File: config.mk
export PLATFORM = sky130hd
export DESIGN_NAME = muldiv_unit
export DESIGN_NICKNAME = d
export VERILOG_FILES = /design/src/rtl/muldiv_pkg.sv /design/src/rtl/muldiv_ctrl.sv /design/src/rtl/muldiv_core.sv /design/src/rtl/muldiv_fixup.sv /design/src/rtl/muldiv_unit.sv
export SDC_FILE = /design/constraint.sdc
export NUM_CORES = 1
export LEC_CHECK = 0
export ABC_CLOCK_PERIOD_IN_PS = 4000
export BUFFER_PORTS_ARGS = -buffer_cell sky130_fd_sc_hd__buf_2
export CAP_MARGIN = 0
export CORE_MARGIN = 2
export CORE_UTILIZATION = 60
export DETAILED_ROUTE_END_ITERATION = 7
export PLACE_DENSITY = 0.81
export SLEW_MARGIN = 30
export SYNTH_ARGS = -nofsm -noshare
export SYNTH_HDL_FRONTEND = slang
export SYNTH_SLANG_ARGS = --single-unit
export TNS_END_PERCENT = 100
File: constraint.sdc
create_clock -name clk -period 4 [get_ports clk]
set_input_delay 0.4 -clock clk [delete_from_list [all_inputs] [get_ports clk]]
set_output_delay 0.4 -clock clk [all_outputs]
set_load 0.01 [all_outputs]
File: src/rtl/muldiv_pkg.sv
// Shared encodings for the iterative multiply/divide unit.
package muldiv_pkg;

    // Operation codes: bit 1 selects divide, bit 0 selects unsigned.
    typedef enum logic [1:0] {
        OP_MUL_S = 2'b00,
        OP_MUL_U = 2'b01,
        OP_DIV_S = 2'b10,
        OP_DIV_U = 2'b11
    } md_op_e;

    // Sequencer states.
    typedef enum logic [1:0] {
        ST_IDLE = 2'b00,
        ST_ITER = 2'b01,
        ST_SIGN = 2'b10
    } md_state_e;

endpackage

File: src/rtl/muldiv_ctrl.sv
// Sequencer for the iterative multiply/divide unit.
// Accepts a start request only while idle. It then runs XLEN iteration
// cycles followed by one sign-fixup cycle, and pulses done after that.
// Assumes start is a level sampled on each rising edge. While the unit is
// not idle, start is ignored.
module muldiv_ctrl
    import muldiv_pkg::*;
#(
    parameter int XLEN = 32
) (
    input  logic clk,
    input  logic rst_n,
    input  logic start,
    output logic load,
    output logic step,
    output logic fix,
    output logic busy,
    output logic done
);

    localparam int CW = (XLEN > 1) ? $clog2(XLEN) : 1;
    localparam logic [CW-1:0] LAST_ITER = CW'(XLEN - 1);

    md_state_e     state_q;
    logic [CW-1:0] iter_q;
    logic          done_q;

    // Decode the strobes that drive the datapath.
    always_comb begin
        load = (state_q == ST_IDLE) && start;
        step = (state_q == ST_ITER);
        fix  = (state_q == ST_SIGN);
        busy = (state_q != ST_IDLE);
    end

    // State and iteration counter.
    always_ff @(posedge clk) begin
        if (!rst_n) begin
            state_q <= ST_IDLE;
            iter_q  <= '0;
        end else begin
            unique case (state_q)
                ST_IDLE: begin
                    iter_q <= '0;
                    if (start) state_q <= ST_ITER;
                end
                ST_ITER: begin
                    iter_q <= iter_q + 1'b1;
                    if (iter_q == LAST_ITER) state_q <= ST_SIGN;
                end
                ST_SIGN: state_q <= ST_IDLE;
                default: state_q <= ST_IDLE;
            endcase
        end
    end

    // Completion pulse, aligned with the result register write.
    always_ff @(posedge clk) begin
        if (!rst_n) done_q <= 1'b0;
        else        done_q <= fix;
    end

    assign done = done_q;

endmodule

File: src/rtl/muldiv_core.sv
// Shared working register for shift-add multiply and restoring divide.
// On load it captures the operand magnitudes and the sign flags for the
// result. On each step it performs one partial-product addition or one
// partial-remainder subtraction. Assumes load and step are never high in
// the same cycle.
module muldiv_core #(
    parameter int XLEN = 32
) (
    input  logic              clk,
    input  logic              rst_n,
    input  logic              load,
    input  logic              step,
    input  logic              is_div_i,
    input  logic              is_signed_i,
    input  logic [XLEN-1:0]   opa,
    input  logic [XLEN-1:0]   opb,
    output logic [2*XLEN-1:0] acc_o,
    output logic              is_div_o,
    output logic              neg_lo_o,
    output logic              neg_hi_o
);

    localparam int AW = 2 * XLEN;

    logic [AW-1:0]   acc_q;
    logic [XLEN-1:0] opnd_q;
    logic            is_div_q;
    logic            neg_lo_q;
    logic            neg_hi_q;

    logic            sign_a;
    logic            sign_b;
    logic [XLEN-1:0] mag_a;
    logic [XLEN-1:0] mag_b;
    logic [AW-1:0]   mul_next;
    logic [AW-1:0]   div_next;
    logic [XLEN:0]   mul_sum;
    logic [XLEN+1:0] div_trial;

    // Operand signs and magnitudes. Unsigned operands pass straight through.
    always_comb begin
        sign_a = is_signed_i && opa[XLEN-1];
        sign_b = is_signed_i && opb[XLEN-1];
        mag_a  = sign_a ? (~opa + XLEN'(1)) : opa;
        mag_b  = sign_b ? (~opb + XLEN'(1)) : opb;
    end

    // One multiply step: add the multiplicand to the upper half when the
    // low bit is set, then shift the whole register right by one.
    always_comb begin
        mul_sum  = {1'b0, acc_q[AW-1:XLEN]} + (acc_q[0] ? {1'b0, opnd_q} : '0);
        mul_next = {mul_sum, acc_q[XLEN-1:1]};
    end

    // One restoring divide step: shift left, then try to subtract the divisor.
    // A negative trial keeps the shifted remainder and leaves quotient bit 0.
    always_comb begin
        div_trial = {1'b0, acc_q[AW-1:XLEN-1]} - {2'b00, opnd_q};
        if (div_trial[XLEN+1]) div_next = {acc_q[AW-2:0], 1'b0};
        else                   div_next = {div_trial[XLEN-1:0], acc_q[XLEN-2:0], 1'b1};
    end

    // Working register and captured operand.
    always_ff @(posedge clk) begin
        if (!rst_n) begin
            acc_q  <= '0;
            opnd_q <= '0;
        end else if (load) begin
            acc_q  <= {{XLEN{1'b0}}, mag_a};
            opnd_q <= mag_b;
        end else if (step) begin
            acc_q  <= is_div_q ? div_next : mul_next;
        end
    end

    // Operation kind and the result sign flags for the fixup stage.
    always_ff @(posedge clk) begin
        if (!rst_n) begin
            is_div_q <= 1'b0;
            neg_lo_q <= 1'b0;
            neg_hi_q <= 1'b0;
        end else if (load) begin
            is_div_q <= is_div_i;
            neg_lo_q <= sign_a ^ sign_b;
            neg_hi_q <= is_div_i ? sign_a : (sign_a ^ sign_b);
        end
    end

    assign acc_o    = acc_q;
    assign is_div_o = is_div_q;
    assign neg_lo_o = neg_lo_q;
    assign neg_hi_o = neg_hi_q;

endmodule

File: src/rtl/muldiv_fixup.sv
// Sign correction of the raw magnitude result.
// A multiply negates the whole double-width product. A divide negates the
// quotient and the remainder independently. Purely combinational; assumes
// the inputs are stable in the fixup cycle.
module muldiv_fixup #(
    parameter int XLEN = 32
) (
    input  logic [2*XLEN-1:0] acc_i,
    input  logic              is_div_i,
    input  logic              neg_lo_i,
    input  logic              neg_hi_i,
    output logic [XLEN-1:0]   hi_o,
    output logic [XLEN-1:0]   lo_o
);

    logic [2*XLEN-1:0] prod;
    logic [XLEN-1:0]   quo;
    logic [XLEN-1:0]   rem;

    // Sign-corrected candidates for both operation kinds.
    always_comb begin
        prod = neg_lo_i ? (~acc_i + (2*XLEN)'(1)) : acc_i;
        quo  = neg_lo_i ? (~acc_i[XLEN-1:0] + XLEN'(1)) : acc_i[XLEN-1:0];
        rem  = neg_hi_i ? (~acc_i[2*XLEN-1:XLEN] + XLEN'(1)) : acc_i[2*XLEN-1:XLEN];
    end

    // Route the corrected halves to the result registers.
    always_comb begin
        if (is_div_i) begin
            hi_o = rem;
            lo_o = quo;
        end else begin
            hi_o = prod[2*XLEN-1:XLEN];
            lo_o = prod[XLEN-1:0];
        end
    end

endmodule

File: src/rtl/muldiv_unit.sv
// Iterative multiply/divide unit with HI/LO result registers.
// Operation codes come from muldiv_pkg. HI/LO are written only in the
// sign-fixup cycle and are readable at all times. Assumes start is driven
// synchronously. A zero divisor is not detected.
module muldiv_unit
    import muldiv_pkg::*;
#(
    parameter int XLEN = 32
) (
    input  logic            clk,
    input  logic            rst_n,
    input  logic            start,
    input  logic [1:0]      op,
    input  logic [XLEN-1:0] opa,
    input  logic [XLEN-1:0] opb,
    output logic            busy,
    output logic            done,
    output logic [XLEN-1:0] hi,
    output logic [XLEN-1:0] lo
);

    logic              load;
    logic              step;
    logic              fix;
    logic [2*XLEN-1:0] acc;
    logic              is_div;
    logic              neg_lo;
    logic              neg_hi;
    logic [XLEN-1:0]   hi_fix;
    logic [XLEN-1:0]   lo_fix;
    logic [XLEN-1:0]   hi_q;
    logic [XLEN-1:0]   lo_q;
    md_op_e            op_e;

    assign op_e = md_op_e'(op);

    muldiv_ctrl #(.XLEN(XLEN)) u_ctrl (
        .clk   (clk),
        .rst_n (rst_n),
        .start (start),
        .load  (load),
        .step  (step),
        .fix   (fix),
        .busy  (busy),
        .done  (done)
    );

    muldiv_core #(.XLEN(XLEN)) u_core (
        .clk         (clk),
        .rst_n       (rst_n),
        .load        (load),
        .step        (step),
        .is_div_i    (op_e == OP_DIV_S || op_e == OP_DIV_U),
        .is_signed_i (op_e == OP_MUL_S || op_e == OP_DIV_S),
        .opa         (opa),
        .opb         (opb),
        .acc_o       (acc),
        .is_div_o    (is_div),
        .neg_lo_o    (neg_lo),
        .neg_hi_o    (neg_hi)
    );

    muldiv_fixup #(.XLEN(XLEN)) u_fixup (
        .acc_i    (acc),
        .is_div_i (is_div),
        .neg_lo_i (neg_lo),
        .neg_hi_i (neg_hi),
        .hi_o     (hi_fix),
        .lo_o     (lo_fix)
    );

    // Result registers, written once per operation in the fixup cycle.
    always_ff @(posedge clk) begin
        if (!rst_n) begin
            hi_q <= '0;
            lo_q <= '0;
        end else if (fix) begin
            hi_q <= hi_fix;
            lo_q <= lo_fix;
        end
    end

    assign hi = hi_q;
    assign lo = lo_q;

endmodule

# After elaboration in Yosys (flattened, before gate mapping)
# Index checks and enable logic that the tools add are counted.
word_totals:
  memories: 0
  in_bits: 69
  romBits: 0
  ff_bits: 171
  latchBits: 0
  out_inout_bits: 66
  ramBits: 0
  wordCells: 62
classes:
  add_sub_neg: 8
  div: 0
  n_mul: 0
  magnitude_cmp: 0
  n_eq_ne: 7
  n_reduce_logical: 12
  muxes: 17
  n_shift: 0
  bitwise: 7
op_table:
  columns: ["op", "count"]
  rows:
  - ["two-way mux 32 bit", 9]
  - ["two-way mux 64 bit", 3]
  - ["adder 32 x 1 -> 32 bit, second input constant", 4]
  - ["NOT 32 bit", 4]
  - ["adder 64 x 1 -> 64 bit, second input constant", 1]
  - ["NOT 64 bit", 1]
  - ["subtractor 33 x 32 -> 34 bit", 1]
  - ["adder 32 x 32 -> 33 bit", 1]
  - ["one-hot mux 5 bit (2 select lines)", 1]
  - ["== test 2 bit, second input constant", 3]
  - ["nonzero test 2 bit", 3]
  - ["adder 5 x 1 -> 5 bit, second input constant", 1]
  - ["== test 5 bit, second input constant", 1]
  - ["zero test 2 bit", 2]
  - ["two-way mux 2 bit", 2]
  - ["one-hot mux 2 bit (2 select lines)", 1]
  - ["logical AND 1 bit", 3]
  - ["== test 2 x 1 -> 1 bit, second input constant", 1]
  - ["logical OR 1 bit", 2]
  - ["!= test 2 x 1 -> 1 bit, second input constant", 1]
  - ["!= test 2 bit, second input constant", 1]
  - ["AND reduction 2 bit", 1]
  - ["OR reduction 2 bit", 1]
  - ["two-way mux 1 bit", 1]
  - ["2 further kinds", 2]

# Depth between registers and ports, before layout
depth:
  ltp_word: 5
  depth_mapped: 15
  ltp_nobuf: 12

# Hierarchy
# From an unflattened synthesis, not the netlist that was laid out.
hier_totals:
  hier_cells: 1842
  area_unflattened_um2: 14277.4
by_module_without_submodules:
  columns: ["mod", "seq_area_each_um2", "cells_each", "area_per_inst_um2", "n_inst"]
  rows:
  - ["muldiv_core", 1981.9, 1308, 9527.9, 1]
  - ["muldiv_unit", 1281.2, 208, 2458.6, 1]
  - ["muldiv_fixup", 0.0, 291, 1909.3, 1]
  - ["muldiv_ctrl", 160.2, 35, 381.6, 1]

# Worst setup path before layout
# OpenSTA, ideal clock, no wires.
synth_path:
  path_kind: "register to register"
  startpoint: "reg u_core.acc_q[0] (netlist: u_core.acc_o[0])"
  endpoint: "reg u_core.acc_q[60] (netlist: u_core.acc_o[60])"
  setup_time_ns: 0.124
  n_path_buf: 3
  path_stages_with_launch: 16
  setup_slack_ns: 0.752
  required_ns: 3.876
  period_less_slack_ns: 3.248
  t_arrival_ns: 3.124
  cell_sequence: "dfxtp_1 clkbuf_1 inv_1 clkbuf_1 nor2_1 ha_1 clkbuf_1 a21oi_1 o22ai_1 a211oi_1 nor2_1 o32ai_1 o21ai_0 a211o_1 a211oi_1 o41ai_1"
synth_via:
  elab_chain_cells: 3
synth_lines:
  columns: ["item", "line_no", "source"]
  rows:
  - ["start, declared", "muldiv_core.sv:25", "logic [AW-1:0] acc_q;"]
  - ["start signal, assigned", "muldiv_core.sv:69", "acc_q <= {{XLEN{1'b0}}, mag_a};"]
  - ["start signal, assigned", "muldiv_core.sv:72", "acc_q <= is_div_q ? div_next : mul_next;"]
  - ["two-way mux 32 bit", "muldiv_core.sv:51", "mul_sum = {1'b0, acc_q[AW-1:XLEN]} + (acc_q[0] ? {1'b0, opnd_q} : '0);"]
  - ["adder 32 x 32 -> 33 bit", "muldiv_core.sv:51", null]
  - ["two-way mux 64 bit", "muldiv_core.sv:72", null]
# Every way passes these cells.
# A chain may end at the register's enable or synchronous reset.

# Final worst setup path
layout_path:
  startpoint: "reg u_core.acc_q[0] (netlist: u_core.acc_o[0])"
  endpoint: "reg u_core.acc_q[57] (netlist: u_core.acc_o[57])"
# The elaborated chain is that of the path after synthesis.

==> out/qor.txt <==
Status -> complete, no violations
Hold Path Origin -> op[1]
GRT Resource Usage Total -> 35.4%
Top post-synthesis cells by area -> dfxtp_1 25%, nor2_1 6.5%, ha_1 6.5%, a211oi_1 6.3%, a21oi_1 5.8%
Synth warnings -> 0
CP Data Required Time -> 4.36 ns
Post-synth top flop -> dfxtp_1
CTS tree -> yes
Setup CP Type -> register to register
Post-CTS Setup Bufs -> 0
Vert. Die Dim -> 154 um
P&R area growth vs syn -> 11.3%
Final setup fails -> 0
Synth unique cells -> 77
Clk buf depth -> 2
Antenna-violating nets left -> 0
Final Hold Fails -> 0
Clk sinks -> 171
Final worst-path cycle share -> 91.7%
Drt via density -> 6.46
Pin count of the biggest net entering global routing -> 109
Root Buffer -> clkbuf_16
RR Startpoint -> u_core.acc_o[0]$_SDFFE_PN0P_
Vias in the first global route -> 12,800
Gpl congestion -> 0.972
Fill cells -> 1,946
Final Hold Slack -> 0.219 ns
Ports -> 135
N_diodes -> 0
Crit path launch -> u_core.acc_o[0]$_SDFFE_PN0P_
Worst skew pair latency -> 0.45 ns
Fin cells -> 2,195
Sequential fraction of the synthesis area -> 25.3%
Drt first-iter violations -> 1,420
Die area -> 0.0238 mm^2
FF-to-FF path depth -> 14
Initial Util -> 61.5%
Slew headroom -> 36.4%
Worst Setup Start Kind -> register
Cts repair resizes -> 0
Hold path cells -> 3
Max-slew violation count -> 0
Synth area leader -> dfxtp_1
Detailed Place HPWL -> 32,300 um
Worst path arrival time -> 4.03 ns
Top-count cell post-synth -> nor2_1
Share of the synthesized area in the top cell type -> 25.3%
Cell Area, Synth -> 0.0136 mm^2
Core Box Area -> 0.0220 mm^2
FF-to-FF End -> u_core.acc_o[57]$_SDFFE_PP0P_
Max VDD drop -> 244 uV
Worst hold endpoint -> u_core.is_div_o$_SDFFE_PN0P_
Design Power -> 5.03 mW
WP buf/inv -> 3
Maximum clock rate -> 273 MHz
Clock Skew -> 0.0177 ns
CTS buffer count -> 17
Row cnt -> 54
# DRC -> 0
WL final -> 42,700 um
Hold-fix buffers, CTS -> 0
Ys async rst share -> 0%
Final period demand of the worst path -> 3.67 ns
Post-synth EDFFs -> 0
Most instantiated cells after synthesis -> 234 x nor2_1, 171 x dfxtp_1, 158 x a21oi_1, 144 x nand2_1, 136 x o21ai_0
Clock H-tree levels -> 4
R2R setup slack -> 0.33 ns
Synth Register Bits -> 171
Wirelength per Cell -> 19.5 um
Max cap viols -> 0
Most common cell on crit path -> o21ai_0
Layout cells sized above 1 -> 13.3%
Nets@finish -> 2,043
Hold crit path type -> input pin to register
Router iterations before antenna repair -> 7
Final setup TNS -> 0 ns
Slew at the pin closest to its max-slew limit -> 0.955 ns
DR vias -> 14,200
Mapped Nets -> 1,971
Slowest stage delay, CP -> 0.50 ns
Top delay family on crit path -> compound AO/OA/AOI/OAI gates
RSZ-0062 raised after global routing -> false
Gate Count Post-Synth -> 1,830
Input/output buffers -> 134
First-pass GRT wire length -> 67,800 um
Crit. End Element -> register
Grt ovf -> 0
P_leak -> 6.22 nW
Crit path max fanout -> 31
Die width -> 154 um
Reg clk slew, reported paths -> 0.07 ns
# placed instances -> 2,163
CP Cell Sequence -> inv_1, buf_12, nor2_1, ha_1, o21ai_0, o21ai_0, nand3_1, a21oi_1, nor4_1, buf_4, o31ai_1, a31oi_1, mux2_2, o21ai_0
Initial antenna violation count -> 0
Worst path slowest cell -> o21ai_0
Synthesized area per cell -> 7.41 um^2
Cell Pwr Density -> 334 mW/mm^2
[routing by layer]
layer | track usage (%) | part of all wire (%) | vias up
met1 | 49.1 | 44 | 6606
met4 | 12.4 | 3.1 | 0
met5 | 0 | 0 | -
li1 | - | - | 6774
met2 | 55.2 | 43 | 690
met3 | 6.70 | 9.5 | 111
[cells in the final DEF, fill, tap and decap left out, types with 9 or more instances in the layout]
master	instances
or3_1	18
a311oi_1	9
a211oi_1	113
o31ai_1	22
mux2_2	10
a21oi_1	158
xor2_1	73
nand2b_1	13
mux2i_1	46
nand2_1	144
o41ai_1	15
nand3_1	37
ha_1	70
and3_1	17
nand4_1	9
dfxtp_1	170
nor2_1	234
xnor2_1	81
inv_1	60
nor4_1	20
clkbuf_16	17
or4_1	12
buf_2	134
a21o_1	36
o21ai_0	136
or2_2	9
buf_4	44
nor3_1	34
o21a_1	9
a31oi_1	15
o211ai_1	10
[worst register-to-register path, stage by stage (launching register included)]
cell and delay (ns):
dfxtp_1 0.33, inv_1 0.12, buf_12 0.21, nor2_1 0.07, ha_1 0.35, o21ai_0 0.17
o21ai_0 0.50, nand3_1 0.22, a21oi_1 0.31, nor4_1 0.09, buf_4 0.17, o31ai_1 0.43
a31oi_1 0.17, mux2_2 0.29, o21ai_0 0.18
[registers in the layout (all words and copies together), names as in the netlist]
register	count
u_core.opnd_q	32
u_ctrl.done	1
u_core.acc_o	64
u_core.neg_hi_o	1
u_ctrl.state_q	2
lo	32
u_core.neg_lo_o	1
hi	32
u_ctrl.iter_q	5
u_core.is_div_o	1
[cell families after synthesis]
family	count (synthesis)	share of synthesized area, %
flip-flops	171	25.3
multiplexers	56	4.23
adder cells (fa/ha/maj)	72	6.76
AND/OR/NAND/NOR	589	20.2
XOR/XNOR	154	9.95
AO/OA/AOI/OAI	598	28.2
buffers and inverters	190	5.40
[per-stage QoR]
step	setup slack (ns)	utilization, %	instance area [um^2]
2_1_floorplan	0.752	-	13600
3_3_place_gp	0.511	65.7	14500
3_5_place_dp	0.451	65.7	14500
4_1_cts	0.443	68.4	15100
5_1_grt	0.183	68.5	15100
6_report	0.331	68.5	15100
[worst max-delay path by stage]
stage               cells after the start                             to
global placement                       13  u_core.acc_o[60]$_SDFFE_PP0P_
CTS                                    11  u_core.acc_o[41]$_SDFFE_PP0P_
floorplan                              15  u_core.acc_o[60]$_SDFFE_PP0P_
global route                           11  u_core.acc_o[36]$_SDFFE_PP0P_
detailed placement                     11  u_core.acc_o[36]$_SDFFE_PP0P_
finish                                 14  u_core.acc_o[57]$_SDFFE_PP0P_
[power by group]
part | switching (mW) | internal, mW
logic | 0.886 | 0.561
registers | 0.114 | 1.78
clock network | 0.850 | 0.842
[cell type report]
cell class	instances	area, um^2	area share, %
sequential	171	3430	22.7
inverter	62	234	1.55
timing repair buffer	181	1050	6.98
clock inverter	15	176	1.17
tap	280	350	2.32
clock buffer	17	425	2.82
multi-input combinational	1469	9420	62.4
Power figures use the tool's default switching activity.
